<file path="src/rtl/opx_pkg.sv">
package opx_pkg;

    localparam int WORD_W  = 16;
    localparam int REG_CNT = 8;
    localparam int REG_AW  = $clog2(REG_CNT);
    localparam int IMM_W   = 5;
    localparam int OPC_W   = 4;

    localparam logic [OPC_W-1:0] OPC_ADD = 4'b0001;
    localparam logic [OPC_W-1:0] OPC_AND = 4'b0101;
    localparam logic [OPC_W-1:0] OPC_NOT = 4'b1001;

    typedef enum logic [1:0] {
        K_ADD  = 2'd0,
        K_AND  = 2'd1,
        K_NOT  = 2'd2,
        K_NONE = 2'd3
    } op_kind_e;

    typedef struct packed {
        logic              legal;
        op_kind_e          kind;
        logic [REG_AW-1:0] dst;
        logic [REG_AW-1:0] src_a;
        logic [REG_AW-1:0] src_b;
        logic              use_imm;
        logic [WORD_W-1:0] imm;
    } dec_t;

    typedef struct packed {
        logic neg;
        logic zero;
        logic pos;
    } cc_t;

    localparam cc_t CC_RESET = '{neg: 1'b0, zero: 1'b1, pos: 1'b0};

    function automatic logic [WORD_W-1:0] sext_imm(input logic [IMM_W-1:0] f);
        return {{(WORD_W-IMM_W){f[IMM_W-1]}}, f};
    endfunction

    function automatic cc_t cc_from(input logic [WORD_W-1:0] v);
        cc_t c;
        c.neg  = v[WORD_W-1];
        c.zero = (v == '0);
        c.pos  = !v[WORD_W-1] && (v != '0);
        return c;
    endfunction

endpackage

</file>
<file path="src/rtl/opx_decode.sv">
module opx_decode
    import opx_pkg::*;
(
    input  logic [WORD_W-1:0] instr,
    output dec_t              dec
);
    localparam int MODE_BIT = IMM_W;

    logic [OPC_W-1:0] opc;
    logic             reg_mode_ok;
    logic             not_ok;

    assign opc         = instr[WORD_W-1 -: OPC_W];
    assign reg_mode_ok = instr[MODE_BIT] || (instr[MODE_BIT-1:REG_AW] == '0);
    assign not_ok      = (instr[MODE_BIT:0] == '1);

    always_comb begin
        dec.dst     = instr[WORD_W-OPC_W-1 -: REG_AW];
        dec.src_a   = instr[WORD_W-OPC_W-REG_AW-1 -: REG_AW];
        dec.src_b   = instr[REG_AW-1:0];
        dec.use_imm = instr[MODE_BIT];
        dec.imm     = sext_imm(instr[IMM_W-1:0]);
        unique case (opc)
            OPC_ADD: begin dec.kind = K_ADD; dec.legal = reg_mode_ok; end
            OPC_AND: begin dec.kind = K_AND; dec.legal = reg_mode_ok; end
            OPC_NOT: begin dec.kind = K_NOT; dec.legal = not_ok;      end
            default: begin dec.kind = K_NONE; dec.legal = 1'b0;       end
        endcase
    end
endmodule

</file>
<file path="src/rtl/opx_regfile.sv">
module opx_regfile #(
    parameter int WIDTH = opx_pkg::WORD_W,
    parameter int DEPTH = opx_pkg::REG_CNT,
    localparam int AW   = $clog2(DEPTH)
) (
    input  logic             clk,
    input  logic             rst,
    input  logic             we,
    input  logic [AW-1:0]    waddr,
    input  logic [WIDTH-1:0] wdata,
    input  logic [AW-1:0]    raddr_a,
    input  logic [AW-1:0]    raddr_b,
    input  logic [AW-1:0]    raddr_dbg,
    output logic [WIDTH-1:0] rdata_a,
    output logic [WIDTH-1:0] rdata_b,
    output logic [WIDTH-1:0] rdata_dbg
);
    logic [WIDTH-1:0] store [DEPTH];

    for (genvar i = 0; i < DEPTH; i++) begin : g_reg
        localparam logic [AW-1:0] IDX = AW'(i);
        always_ff @(posedge clk) begin
            if (rst) begin
                store[i] <= '0;
            end else if (we && (waddr == IDX)) begin
                store[i] <= wdata;
            end
        end
    end

    assign rdata_a   = store[raddr_a];
    assign rdata_b   = store[raddr_b];
    assign rdata_dbg = store[raddr_dbg];
endmodule

</file>
<file path="src/rtl/opx_alu.sv">
module opx_alu
    import opx_pkg::*;
(
    input  op_kind_e          kind,
    input  logic [WORD_W-1:0] op_a,
    input  logic [WORD_W-1:0] op_b,
    output logic [WORD_W-1:0] result
);
    always_comb begin
        unique case (kind)
            K_ADD:   result = op_a + op_b;
            K_AND:   result = op_a & op_b;
            K_NOT:   result = ~op_a;
            default: result = '0;
        endcase
    end
endmodule

</file>
<file path="src/rtl/opx_unit.sv">
module opx_unit
    import opx_pkg::*;
(
    input  logic              clk,
    input  logic              rst,
    input  logic              instr_valid,
    input  logic [WORD_W-1:0] instr_word,
    output logic              illegal,
    input  logic [REG_AW-1:0] dbg_sel,
    output logic [WORD_W-1:0] dbg_data,
    output logic              cc_neg,
    output logic              cc_zero,
    output logic              cc_pos
);
    dec_t              dec;
    logic [WORD_W-1:0] src_a_val;
    logic [WORD_W-1:0] src_b_val;
    logic [WORD_W-1:0] op_b;
    logic [WORD_W-1:0] wb_data;
    logic [REG_AW-1:0] wb_dst;
    logic              wb_en;
    cc_t               cc_q;

    opx_decode u_dec (
        .instr (instr_word),
        .dec   (dec)
    );

    opx_regfile #(
        .WIDTH (WORD_W),
        .DEPTH (REG_CNT)
    ) u_rf (
        .clk       (clk),
        .rst       (rst),
        .we        (wb_en),
        .waddr     (wb_dst),
        .wdata     (wb_data),
        .raddr_a   (dec.src_a),
        .raddr_b   (dec.src_b),
        .raddr_dbg (dbg_sel),
        .rdata_a   (src_a_val),
        .rdata_b   (src_b_val),
        .rdata_dbg (dbg_data)
    );

    assign op_b = dec.use_imm ? dec.imm : src_b_val;

    opx_alu u_alu (
        .kind   (dec.kind),
        .op_a   (src_a_val),
        .op_b   (op_b),
        .result (wb_data)
    );

    assign wb_en   = instr_valid && dec.legal;
    assign wb_dst  = dec.dst;
    assign illegal = instr_valid && !dec.legal;

    always_ff @(posedge clk) begin
        if (rst) begin
            cc_q <= CC_RESET;
        end else if (wb_en) begin
            cc_q <= cc_from(wb_data);
        end
    end

    assign cc_neg  = cc_q.neg;
    assign cc_zero = cc_q.zero;
    assign cc_pos  = cc_q.pos;
endmodule

</file>
<file path="config.mk">
export PLATFORM = sky130hd
export DESIGN_NAME = opx_unit
export DESIGN_NICKNAME = d
export VERILOG_FILES = /design/src/rtl/opx_pkg.sv /design/src/rtl/opx_decode.sv /design/src/rtl/opx_regfile.sv /design/src/rtl/opx_alu.sv /design/src/rtl/opx_unit.sv
export SDC_FILE = /design/constraint.sdc
export NUM_CORES = 1
export LEC_CHECK = 0
export BUFFER_PORTS_ARGS = -buffer_cell sky130_fd_sc_hd__buf_2
export CAP_MARGIN = 20
export CORE_MARGIN = 2
export CORE_UTILIZATION = 30
export CTS_CLUSTER_DIAMETER = 100
export DETAILED_ROUTE_END_ITERATION = 6
export PLACE_DENSITY = 0.56
export SKIP_LAST_GASP = 1
export SYNTH_ARGS = -nofsm -noshare
export SYNTH_HDL_FRONTEND = slang
export SYNTH_SLANG_ARGS = --single-unit
export TNS_END_PERCENT = 100
</file>
<file path="constraint.sdc">
create_clock -name clk -period 4.7 [get_ports clk]
set_input_delay 0.94 -clock clk [delete_from_list [all_inputs] [get_ports clk]]
set_output_delay 0.94 -clock clk [all_outputs]
set_load 0.05 [all_outputs]
</file>
==> results.md, run 1 <==
Outcome:
- The run finished with clean final reports.

CTS:
- The insertion delay to the later sink of the worst-skew pair is 0.43 ns.
- The maximum buffer depth of the clock tree is 2.
- The register clock-pin slew on the reported worst setup and hold paths is 0.06 ns.
- The post-cts gate resize count is 0.
- Clock tree synthesis inserted a total of 17 buffers.
- The number of hold buffers added after CTS was 0.
- The clock net in this run drives a total of 131 sinks.
- The clock tree synthesis step divided the H-tree into 4 levels.
- TritonCTS built the clock tree.
- The cell sitting at the root of the clock tree is a sky130_fd_sc_hd__clkbuf_16.
- Once the clock tree was built, the setup fixing pass inserted 0 buffers.

Timing:
- Setup repair after global routing left no endpoint under its margin.
- The number of setup violations in the final report is 0.
- The highest attainable clock frequency is approximately 230 MHz.
- The part of the cycle the worst path needs is 0.928.
- The final hold violation count came to 0.
- The transition time at the pin with the least slew margin is around 0.95 ns.
- The worst clock skew is 0.0149 ns.
- The worst slew slack as a fraction of its limit is 0.367.
- The clock period could shrink to about 4.4 ns.
- The worst setup margin is approximately 0.34 ns.
- The max-slew violation count is 0.

Setup path:
- The number of cells on the worst reg-to-reg path is 15.
- For this design, the slowest cell found on the critical path is sky130_fd_sc_hd__mux4_2.
- Data on the critical path arrives at its endpoint at 4.66 ns.
- On the worst path, the slowest cell contributes a delay of 0.54 ns.
- The maximum fanout along the worst path is 14.
- The setup check on the worst reg-to-reg path leaves a slack of between 0.8 and 0.9 ns.
- The worst path required time is 5.00 ns.
- The endpoint class of the critical path is a flip-flop.
- The capturing point of the worst reg2reg path is cc_pos.
- The worst setup path is of the in -> reg kind.
- The startpoint of the most critical register-to-register path is u_rf.store[7][0].
- Walking the worst path, the cells encountered are buf_2 > buf_4 > mux4_2 > mux2i_1 > inv_1 > ha_1 > a21oi_1 > o21bai_1 > a21oi_1 > mux2i_1 > a221oi_1 > o311a_1 > and2_1 > and4_4 > nor3_1.
- The critical path launch point type is an input port.
- The first element of the critical path is instr_word[6].
- Following the worst setup path forward leads to its endpoint at cc_pos.

Global routing:
- The number of global-route vias before repair came to 6,754.
- For this run the aggregate overflow at the end of global routing stands at 0.
- Across every metal layer, demand over resource in global routing totals 0.186.
- The largest net degree at the start of global routing is 33.
- The first global-routing pass estimated 42,800 um of wire.
- The initial antenna violation count is 0.

Placement:
- The placed cell area is between 9000 and 10,000 um^2.
- The worst setup timing slack at the placement stage is -0.0525 ns.
- The final weighted congestion in routability-driven placement is 0.887.
- After detailed placement, the design holds a cell count of around 1,100.
- The half-perimeter wire length of the detailed placement result is 18,700 um.
- Input and output buffers added on the ports amount to 41.

Synth:
- Each instance of the synthesized netlist takes up on average between 10 and 15 um^2.
- The flip-flop cell with the highest count after synthesis is sky130_fd_sc_hd__edfxtp_1.
- The number of flops mapped to enable cells by yosys is between 100 and 150.
- The most area-hungry cell type in the Yosys netlist is sky130_fd_sc_hd__edfxtp_1.
- For this run, the register share of the synthesized area comes to 0.432.
- After synthesis, the netlist uses 73 different library cells.
- The cell area after synthesis is approximately 9000 um^2.
- Counting every instance in the synthesized netlist gives 705.
- The share of async-settable or async-resettable flops after synthesis is 0.
- Yosys printed 0 warnings.
- The share of the synthesized area in the top cell type is 0.426.
- The total of flip-flops plus latches after synthesis is 131.
- Synthesis produced a netlist with a net count of 744.
- By area the synthesized netlist is led by sky130_fd_sc_hd__edfxtp_1, sky130_fd_sc_hd__mux4_2, sky130_fd_sc_hd__nor2_1.

Floorplanning:
- The I/O pin count is 42.
- The die outline area is 31,500 um^2.
- The die width is 178 um.
- The region available for standard cell placement spans 29,600 um^2.
- The die is 178 um tall.
- The effective utilization at floorplan is 0.305.
- The floorplan has 63 rows.

Finish:
- The layout cell share with drive strength beyond 1 is 0.339.
- Summing all non-filler instances in the final layout gives an area of approximately 11,000 um^2.
- After the last flow step, the layout net total stands at 807.
- The area growth from synthesis to layout is 16.4%.
- The post-route non-filler standard cell count is ~1,200.
- At the end of the flow the core is filled with cells to 0.355.
- The repair_antennas step left the layout with diodes totalling 0.

Drt:
- The first routing iteration left 635 violations.
- The remaining design rule violation count is 0.
- Wires add up to 27,900 um.
- In the final routed layout, each cell accounts on average for 23.8 um.
- The number of vias in the routed layout is 6,632.
- The average via count per standard cell is 5.66.
- The number of routed nets with antenna violations is 0.
- The first detailed-routing pass took 5 iterations.

Power and ir drop:
- The leakage power figure is approximately 3.8 nW.
- The highest ir drop seen on vdd is 0.000239 V.
- The total chip power is between 0.003 and 0.004 W.
- The power density over the cells is approximately 320 nW/um^2.

Worst hold path:
- The worst hold path was traced through 2 stages.
- The worst hold path belongs to the class reg -> reg.
- The startpoint identified for the worst hold timing path is cc_neg.

Flow run:
- The number of maximum-capacitance constraint violations is 0.
Yosys cell counts, types with 3 or more instances:
| cell | instances |
|---|---|
| sky130_fd_sc_hd__nor3_1 | 11 |
| sky130_fd_sc_hd__a31oi_1 | 4 |
| sky130_fd_sc_hd__o21ai_0 | 13 |
| sky130_fd_sc_hd__mux2_2 | 30 |
| sky130_fd_sc_hd__and2_1 | 5 |
| sky130_fd_sc_hd__edfxtp_1 | 128 |
| sky130_fd_sc_hd__mux2i_1 | 23 |
| sky130_fd_sc_hd__a211o_1 | 3 |
| sky130_fd_sc_hd__nor2_2 | 3 |
| sky130_fd_sc_hd__o21a_1 | 5 |
| sky130_fd_sc_hd__clkbuf_1 | 23 |
| sky130_fd_sc_hd__a221oi_2 | 5 |
| sky130_fd_sc_hd__a21oi_1 | 28 |
| sky130_fd_sc_hd__nand2b_1 | 5 |
| sky130_fd_sc_hd__o22ai_1 | 3 |
| sky130_fd_sc_hd__and4_1 | 3 |
| sky130_fd_sc_hd__buf_6 | 5 |
| sky130_fd_sc_hd__mux4_2 | 82 |
| sky130_fd_sc_hd__mux4_1 | 8 |
| sky130_fd_sc_hd__buf_4 | 5 |
| sky130_fd_sc_hd__dfxtp_1 | 3 |
| sky130_fd_sc_hd__buf_1 | 9 |
| sky130_fd_sc_hd__nand2_1 | 34 |
| sky130_fd_sc_hd__nor2b_1 | 5 |
| sky130_fd_sc_hd__nor2_1 | 153 |
| sky130_fd_sc_hd__inv_1 | 10 |
| sky130_fd_sc_hd__nand4_1 | 5 |
| sky130_fd_sc_hd__buf_2 | 6 |
| sky130_fd_sc_hd__ha_1 | 16 |
| sky130_fd_sc_hd__a21o_1 | 13 |
| sky130_fd_sc_hd__xor2_1 | 5 |
kinds of logic (layout without fill, tap and decap cells):
family	Yosys count	count (layout)	synth area share
AO/OA/AOI/OAI	108	108	0.0927
XOR/XNOR	6	6	0.00582
adder cells (fa/ha/maj)	17	17	0.0244
buffers and inverters	62	138	0.0360
flip-flops	131	131	0.432
multiplexers	146	146	0.295
AND/OR/NAND/NOR	235	235	0.114
area by class of cell:
| cell class | count | area, um^2 |
|---|---|---|
| inverter | 11 | 41.3 |
| fill | 2935 | 19100 |
| tap | 390 | 488 |
| multi-input combinational | 512 | 4800 |
| clock buffer | 17 | 425 |
| sequential | 131 | 3900 |
| timing repair buffer | 95 | 698 |
| clock inverter | 15 | 158 |
registers in the layout, indices dropped and copies added (netlist names):
signal      flops
cc_neg          1
cc_pos          1
u_rf.store    128
cc_zero         1
how the worst min path moves through the flow:
stage               endpoint  slack, ns
finish                cc_neg       0.50
detailed placement    cc_neg       0.48
floorplan             cc_neg       0.70
global placement      cc_neg       0.48
global route          cc_neg       0.55
CTS                   cc_neg       0.50
worst max-delay path, delay by kind of cell:
kind | cells | cell delay [ns]
AND/OR/NAND/NOR | 3 | 0.54
adder cells (fa/ha/maj) | 1 | 0.40
AO/OA/AOI/OAI | 5 | 1.22
buffers and inverters | 3 | 0.76
multiplexers | 3 | 0.81
stage by stage:
step,hold slack (ns),TNS [ns]
final,0.495,0
after global routing,0.550,0
after CTS,0.498,0
after detailed placement,0.481,-0.100
after global placement,0.480,-0.0895
after floorplan,0.702,0
routing by layer:
layer,vias to the layer above,GRT usage,share of wire
met5,-,0,0
met4,0,0.0396,0.011
met3,25,0.0343,0.065
met2,281,0.301,0.48
met1,3426,0.259,0.44
li1,2900,-,-
report_power, final:
group | leakage (nW) | total [W] | switching (W) | internal [W]
combinational | 2.14 | 0.000732 | 0.000427 | 0.000305
sequential | 1.35 | 0.00135 | 0.0000311 | 0.00132
clock | 0.277 | 0.00131 | 0.000524 | 0.000782
layout by cell type (no fill, tap or decap), drive strengths merged, types with 2 or more instances in the layout:
| cell type | synthesis | final |
|---|---|---|
| nand2 | 34 | 34 |
| o22ai | 3 | 3 |
| mux4 | 90 | 90 |
| a32oi | 2 | 2 |
| a2bb2oi | 2 | 2 |
| a21o | 13 | 13 |
| a21oi | 31 | 31 |
| and3 | 2 | 2 |
| and2 | 5 | 5 |
| clkinvlp | 0 | 3 |
| a22oi | 3 | 3 |
| a211oi | 3 | 3 |
| buf | 27 | 95 |
| clkbuf | 24 | 17 |
| nand2b | 5 | 5 |
| clkinv | 1 | 9 |
| xor2 | 5 | 5 |
| o211a | 2 | 2 |
| nor3b | 3 | 3 |
| and4 | 4 | 4 |
| bufinv | 0 | 2 |
| mux2i | 23 | 23 |
| ha | 16 | 16 |
| nor3 | 12 | 12 |
| mux2 | 33 | 33 |
| o21a | 6 | 6 |
| nand4 | 5 | 5 |
| dfxtp | 3 | 3 |
| o31a | 2 | 2 |
| a311oi | 2 | 2 |
| a31oi | 4 | 4 |
| o21ai | 17 | 17 |
| edfxtp | 128 | 128 |
| a221oi | 7 | 7 |
| inv | 10 | 12 |
| a211o | 3 | 3 |
| nor2 | 156 | 156 |
| nor2b | 6 | 6 |
(Power assumes the default switching activity.)
==> inputs of run 2 (changes only) <==
--- a/config.mk
+++ b/config.mk
@@ -8,10 +8,10 @@
 export BUFFER_PORTS_ARGS = -buffer_cell sky130_fd_sc_hd__buf_2
 export CAP_MARGIN = 20
 export CORE_MARGIN = 2
-export CORE_UTILIZATION = 30
+export CORE_UTILIZATION = 41
 export CTS_CLUSTER_DIAMETER = 100
 export DETAILED_ROUTE_END_ITERATION = 6
-export PLACE_DENSITY = 0.56
+export PLACE_DENSITY = 0.69
 export SKIP_LAST_GASP = 1
 export SYNTH_ARGS = -nofsm -noshare
 export SYNTH_HDL_FRONTEND = slang
==> results.md, run 2 (synthesis gave the netlist of run 1 again) <==
Outcome:
- The flow ran to the end, and the final reports show no timing, DRC or antenna violations.

Finish:
- The number of flip-flops in the largest register is ~130.
- The library cells used most frequently in the layout, excluding fill and tap cells, are sky130_fd_sc_hd__nor2_1, sky130_fd_sc_hd__edfxtp_1, sky130_fd_sc_hd__mux4_2, sky130_fd_sc_hd__buf_4, sky130_fd_sc_hd__buf_2.
- From synthesis to final layout, the design area changed by 15.5%.
- The library cell used most frequently in the layout, excluding fill and tap cells, is sky130_fd_sc_hd__nor2_1.
- The final layout net count is ~810.
- Ranked by flip-flop count, first place goes to u_rf.store.
- For this run, the number of standard cells in the final layout without fillers is 1,066.
- The layout cell share with drive strength beyond 1 is 0.340.
- The design area is 10,400 um^2.
- The number of diodes added for antenna fixing is 0.

Setup path:
- The critical path launch point type is an input port.
- For the worst setup path, the data arrival time is between 4 and 5 ns.
- The count of buffering cells on the critical path with inverters included is 3.
- The kind of critical path is in -> reg.
- Of all nets on the critical path, the largest fanout is 14.
- The endpoint class of the critical path is a flip-flop.
- Data on the critical path is required at its endpoint by 4.99 ns.
- The slowest cell on the critical path is sky130_fd_sc_hd__mux4_2.
- The critical path goes through buf_2 > buf_4 > mux4_2 > mux2i_1 > inv_1 > ha_1 > a21oi_1 > o21bai_1 > a21oi_1 > mux2i_1 > a221oi_1 > o311a_1 > and2_1 > and4_4 > nor3_1.
- The largest stage delay on the critical path is between 0.5 and 0.6 ns.
- The kind of cell with the highest combined delay on the critical path is compound AO/OA/AOI/OAI gates.

Placement:
- The half-perimeter wire length of the detailed placement result is 17,800 um.
- The cell total after placement is around 1,000.
- The placed cell area is just under 10,000 um^2.
- Routability-driven placement finished with a final weighted congestion of 0.919.
- Buffers placed on the I/O ports in this run total 41.
- Prior to clock tree synthesis, the placed netlist has a worst setup slack of -0.119 ns.

Drt:
- For this block, the via count after detailed routing is 6,780.
- For this run, design rule violations remaining after detail routing come to 0.
- The average wire length per cell after detail routing is 24.7 um.
- The number of design-rule violations left by the first detailed-router iteration is 932.
- Once detail routing completed, the nets flagged for antenna violations numbered 0.
- The total wirelength of the detailed-routed design is 26,300 um.
- The average via count per standard cell is 6.36.
- The first detailed-routing pass ran for 5 iterations.

Power and ir drop:
- The highest ir drop seen on vdd is roughly 0.00028 V.
- The clock share of power is 0.408.
- Of the total power, registers draw 0.385.
- The leakage power figure is 3.80 nW.
- The net switching power of the design is 0.000953 W.
- The fraction of power spent switching nets is 0.271.
- The portion of total power attributed to combinational logic is 0.207.
- The internal power consumption is 0.00256 W.
- For this design the ratio of total power to cell area is roughly 340 nW/um^2.

CTS:
- The clock net in this run drives a total of 131 sinks.
- The later pin in the worst-skew pair is clocked with a latency of 0.42 ns.
- For this design, the CTS-stage hold fixing added 0 buffers.
- The count of buffers added by post-CTS timing repair for setup is 0.
- Post-CTS repair changed the size of 0 cells.
- The H-tree depth is 4.
- The register clock-pin slew on the reported worst setup and hold paths is about 0.06 ns.
- TritonCTS built the clock tree.
- The root buffer cell is sky130_fd_sc_hd__clkbuf_16.
- In this run the deepest clock path goes through 2 buffers.
- The total CTS buffers is 17.

Floorplanning:
- The die width is 152 um.
- The die covers 23,200 um^2.
- The effective utilization at floorplan is 0.416.
- The total area inside the core boundary comes to 21,700 um^2.
- Row generation in the floorplan step produced 54 rows.
- The height of the chip is 152 um.
- The I/O pin count is 42.

Worst hold path:
- The type of the worst min-delay path is reg -> reg.

Timing:
- Setup repair after global routing left no endpoint under its margin.
- The final worst hold slack is just over 0.5 ns.
- The transition time at the pin with the least slew margin is slightly above 0.9 ns.
- The final hold violation count is 0.
- In this run the tightest slew margin relative to its limit is 0.381.
- Setup total negative slack on the finished layout was measured at 0 ns.
- Setup violations remaining at the end of the flow were counted as 0.
- The final critical-path required period is 4.41 ns.
- In the post-route analysis, the smallest setup slack over all paths is between 0.2 and 0.3 ns.
- In the finished design, the share of the clock period the worst path needs comes to 0.938.
- For the final database, setup skew stands at 0.0109 ns.
- The max-slew violation count came to 0.
- The highest attainable clock frequency is 227 MHz.

Global routing:
- The overall global routing resource usage is 0.229.
- The number of global-route vias before repair came to 6,749.
- The initial antenna violation count is 0.
- The first global-routing pass estimated 40,200 um of wire.
- The largest net degree at the start of global routing is 33.
- After global routing the overflow that remains totals 0.

Flow run:
- The number of maximum-capacitance constraint violations is 0.
run 2: cell count changes in the layout (fill, tap and decap cells not counted), sizes merged:
cell,before,now
clkinv,9,6
buf,95,100
clkbuf,17,18
inv,12,11
bufinv,2,5
run 2: through the flow:
stage | total power, W | util
2_1_floorplan | 0.00189 | -
3_3_place_gp | 0.00209 | 0.452
3_5_place_dp | 0.00209 | 0.452
4_1_cts | 0.00352 | 0.481
5_1_grt | 0.00363 | 0.481
6_report | 0.00352 | 0.481
run 2: metal layers:
layer / track usage / up-vias / share of wire / wire, um
met5: 0 / - / 0 / 0
met4: 0.0825 / 0 / 0.026 / 677
met3: 0.0469 / 55 / 0.11 / 2910
met2: 0.354 / 452 / 0.47 / 12200
met1: 0.324 / 3374 / 0.40 / 10500
li1: - / 2899 / - / -
run 2: power groups by stage:
stage          Sequential, W  Combinational, W  Clock, W
4_1_cts              0.00135          0.000720   0.00144
6_report             0.00135          0.000727   0.00144
3_5_place_dp         0.00138          0.000715         0
5_1_grt              0.00136          0.000779   0.00150
2_1_floorplan        0.00136          0.000523         0
3_3_place_gp         0.00137          0.000714         0
run 2: path summary, 6_finish.rpt:
kind,to,slack (ns),from,cells after the start
worst max register to register,cc_zero,0.97,u_rf.store[5][4],11
worst max-delay path,cc_pos,0.29,instr_word[6],15
worst min register to register,cc_neg,0.51,cc_neg,2
worst min-delay path,cc_neg,0.51,cc_neg,2
run 2: area by class of cell:
type                       instances  area (um^2)
clock buffer                      18          429
clock inverter                    14          210
fill                            1848        11300
inverter                          11         41.3
multi-input combinational        512         4800
sequential                       131         3900
tap                              280          350
timing repair buffer             100          698
run 2: worst min-delay path, delay by kind of cell, from the launching register on:
family | cells | cell delay [ns]
and+or+nand+nor | 2 | 0.15
DFF | 1 | 0.31
==> inputs of run 3 (changes only) <==
--- a/config.mk
+++ b/config.mk
@@ -5,12 +5,14 @@
 export SDC_FILE = /design/constraint.sdc
 export NUM_CORES = 1
 export LEC_CHECK = 0
+export ABC_AREA = 1
 export BUFFER_PORTS_ARGS = -buffer_cell sky130_fd_sc_hd__buf_2
 export CAP_MARGIN = 20
 export CORE_MARGIN = 2
 export CORE_UTILIZATION = 41
 export CTS_CLUSTER_DIAMETER = 100
 export DETAILED_ROUTE_END_ITERATION = 6
+export MAX_ROUTING_LAYER = met4
 export PLACE_DENSITY = 0.69
 export SKIP_LAST_GASP = 1
 export SYNTH_ARGS = -nofsm -noshare
==> results.md, run 3 <==
Setup path:
- The capturing point of the worst reg2reg path is u_rf.store[4][14].
- The flop-to-flop setup slack is 1.60 ns.
- The data arrival at the endpoint of the critical path is about 4.3 ns.
- The largest stage delay on the critical path is ~0.51 ns.
- The most numerous cell type found on the critical path is sky130_fd_sc_hd__nand2_1.
- The worst register-to-register path begins at u_rf.store[6][0].
- The slowest cell on the critical path is sky130_fd_sc_hd__buf_2.
- The endpoint class of the critical path is a flip-flop.
- The signal on the critical path passes through buf_2 > inv_4 > o21ai_0 > nand2_1 > o21ai_0 > inv_1 > ha_1 > nand2_1 > nor3_1 > nand3_1 > nand2_1 > nand2_1 > nand3_1 > nand2_1 > inv_2 > nand2_1 > nand2_1 > nand2_1 > a21oi_1.
- The worst path required time is 5.05 ns.
- The critical path is of the in -> reg type.
- The maximum fanout along the worst path is 34.
- STA classifies the critical path startpoint as an input port.
- The number of cells on the worst reg-to-reg path is 18.

Synth:
- Of the total synthesized cell area, the portion taken by full adders, half adders and majority gates is 0.0225.
- The mux share of post-synthesis cell area is 0.
- The count of cell types in the netlist is 42.
- Counting flops and latches in the post-synthesis netlist gives 131.
- The average footprint of a synthesized cell is 6.99 um^2.
- Counting flops with a built-in enable in the synthesized netlist gives 128.
- The area share of xor/xnor cells in the synthesized design is 0.
- Sorting the synthesized cells by area gives the leading types as sky130_fd_sc_hd__edfxtp_1, sky130_fd_sc_hd__nand2_1, sky130_fd_sc_hd__o21ai_0.
- Summing every instance area after synthesis gives ~10000 um^2.
- Of the synthesized area, sequential elements account for 0.398.
- The share of synthesized area in the top cell type comes to 0.392.
- Of the total synthesized cell area, the portion taken by AND, OR, NAND and NOR gates is 0.277.
- The synthesized netlist cell count is 1,403.
- The share of the synthesized area in compound gates (AO/OA/AOI/OAI) is 0.191.
- The flip-flop cell with the highest count after synthesis is sky130_fd_sc_hd__edfxtp_1.
- Of all cell types, the one taking the most synthesized area is sky130_fd_sc_hd__edfxtp_1.
- The dominant cell by count in the synthesized netlist is sky130_fd_sc_hd__nand2_1.
- Counting flops with an async set or reset pin after synthesis yields a share of 0.
- The largest family of logic cells by synthesized area is simple AND/OR/NAND/NOR gates.
- The net count of the mapped netlist is around 1,400.
- The yosys synthesis warning count is 0.
- By count the netlist is led by sky130_fd_sc_hd__nand2_1, sky130_fd_sc_hd__nor2_1, sky130_fd_sc_hd__inv_1.

CTS:
- The H-tree was split into 4 levels.
- The count of buffers added by post-CTS timing repair for setup is 0.
- The insertion delay to the later sink of the worst-skew pair is 0.43 ns.
- Buffers inserted to repair hold after CTS numbered 0.
- The root buffer cell is sky130_fd_sc_hd__clkbuf_16.
- The register clock-pin slew on the reported worst setup and hold paths is 0.06 ns.
- The total CTS buffers is 17.
- The TritonCTS clock tree is done.
- The CTS sink count is 131.
- The clock passes through at most 2 buffers.
- Post-CTS repair changed the size of 0 cells.

Global routing:
- The overall global routing resource usage is 0.284.
- The number of global-route vias before repair is 9,131.
- The initial antenna violation count is 0.
- The first global-routing pass estimated 51,800 um of wire.
- For this run the aggregate overflow at the end of global routing stands at 0.
- Entering global routing, the biggest net connects 72 pins.

Timing:
- Across all setup checks in the final design, the least slack found is 0.774 ns.
- The final hold violation count is 0.
- The highest attainable clock frequency is around 250 MHz.
- The clock period could shrink to 3.93 ns.
- Setup violations remaining at the end of the flow were counted as 0.
- The max-slew violation count is 0.
- The transition time at the pin with the least slew margin is 0.707 ns.
- In the finished design, the share of the clock period the worst path needs comes to 0.835.
- Setup repair after global routing left no endpoint under its margin.
- The worst pin sits at a relative slew slack of 0.529.
- Adding up every negative setup slack in the final design gives 0 ns.
- For the final database, setup skew stands at slightly above 0.01 ns.
- The final worst hold slack is between 0.5 and 0.6 ns.

Drt:
- After detailed routing, the number of remaining DRC violations is 0.
- The count of TritonRoute iterations in the first routing pass is 6.
- Dividing the detail-routed wire length by the instance count gives 19.4 um.
- Summing over every cut layer, the via total after detailed routing is 9,876.
- The total wirelength of the detailed-routed design is 34,000 um.
- The number of design-rule violations left by the first detailed-router iteration is 1,236.
- The number of routed nets with antenna violations is 0.
- The average via count per standard cell is 5.65.

Flow run:
- The number of maximum-capacitance constraint violations is 0.

Placement:
- The count of buffers added on input and output ports is 41.
- Prior to clock tree synthesis, the placed netlist has a worst setup slack of 0.478 ns.
- The half-perimeter wire length of the detailed placement result is 23,400 um.
- At the end of routability-driven placement, the weighted congestion stood at 1.03.

Finish:
- In the final layout, the share of cells above drive strength 1 is 0.107.
- The library cell used most frequently in the layout, excluding fill and tap cells, is sky130_fd_sc_hd__nand2_1.
- The number of fillers in the final layout is 2,379.
- The register with the most flip-flops in the layout has 128 of them.
- The final layout net count is ~1,500.
- More flip-flops sit in one register than any other, and that register is u_rf.store.
- The library cells used most frequently in the layout, excluding fill and tap cells, are sky130_fd_sc_hd__nand2_1, sky130_fd_sc_hd__nor2_1, sky130_fd_sc_hd__inv_1, sky130_fd_sc_hd__o21ai_0, sky130_fd_sc_hd__edfxtp_1.
- 0 antenna diodes ended up in the layout.
- At the end of the flow the core is filled with cells to 0.461.
- Relative to the synthesized area, the layout overhead comes to 10.4%.

Floorplanning:
- The initial utilization of the core area, before any placement, comes to 0.418.
- The die covers 25,200 um^2.
- The die width is 159 um.
- Pin placement for this block handled 42 I/O pins.
- In this run the vertical extent of the chip is ~160 um.
- The floorplan row count is 56.
- In this run the standard cell core region covers 23,500 um^2.

Worst hold path:
- The type of the worst min-delay path is reg -> reg.
- In this run the most critical hold path is launched from cc_neg.
- The endpoint of the worst hold-timing path is cc_neg.
- The hold path depth is 2.

Power and ir drop:
- Summed over all cells, the static leakage comes to 4.66 nW.
- The highest ir drop seen on vdd is 0.000249 V.
- Power spread over the standard cell area amounts to slightly above 300 nW/um^2.

Outcome:
- The flow ran to the end, and the final reports show no timing, DRC or antenna violations.
-- run 3: cell types whose count changed after synthesis, sizes merged, moves of 71 or more --
cell,delta
inv,+165
mux4,-90
nor2,+71
nand2,+292
o21ai,+151
nand3,+88
-- run 3: critical path, delay by kind of cell --
| kind | cells | cell delay [ns] |
|---|---|---|
| AO/OA/AOI/OAI | 3 | 0.70 |
| adder cells (fa/ha/maj) | 1 | 0.40 |
| buffers and inverters | 4 | 1.09 |
| AND/OR/NAND/NOR | 11 | 1.08 |
-- run 3: final cells by class --
type	instances	area, um^2	area share
Tap cell	319	399	0.0369
Clock inverter	14	114	0.0105
Inverter	178	671	0.0620
Timing Repair Buffer	77	504	0.0466
Sequential cell	131	3900	0.361
Clock buffer	18	429	0.0397
Multi-Input combinational cell	1012	4800	0.444
-- run 3: stage by stage --
stage                     total power [W]  instances  area, um^2
after floorplan                   0.00187       1403        9800
after global placement            0.00208       1716       10300
after detailed placement          0.00208       1716       10300
after CTS                         0.00333       1748       10800
after global routing              0.00346       1749       10800
final                             0.00333       1749       10800
-- run 3: power breakdown --
part / switching, W / internal [W]
Clock: 0.000530 / 0.000722
Combinational: 0.000528 / 0.000208
Sequential: 0.0000248 / 0.00132
-- run 3: how the worst max path moves through the flow --
stage,startpoint,endpoint,slack [ns],depth (start not counted)
2_1_floorplan,instr_word[1],cc_pos,0.83,20
3_3_place_gp,instr_word[6],u_rf.store[1][14],0.60,18
3_5_place_dp,instr_word[6],cc_pos,0.48,19
4_1_cts,instr_word[6],cc_pos,0.92,19
5_1_grt,instr_word[6],cc_zero,0.58,21
6_report,instr_word[6],cc_pos,0.77,19
-- run 3: kinds of logic after synthesis --
| group | after synthesis |
|---|---|
| AOI/OAI and AO/OA | 341 |
| adders and majority gates | 17 |
| buffers and inverters | 260 |
| DFF | 131 |
| and+or+nand+nor | 654 |
-- run 3: layer usage --
layer	GRT usage	part of all wire
met4	0.0918	0.025
met1	0.388	0.42
met5	-	0
met3	0.0457	0.10
met2	0.433	0.45
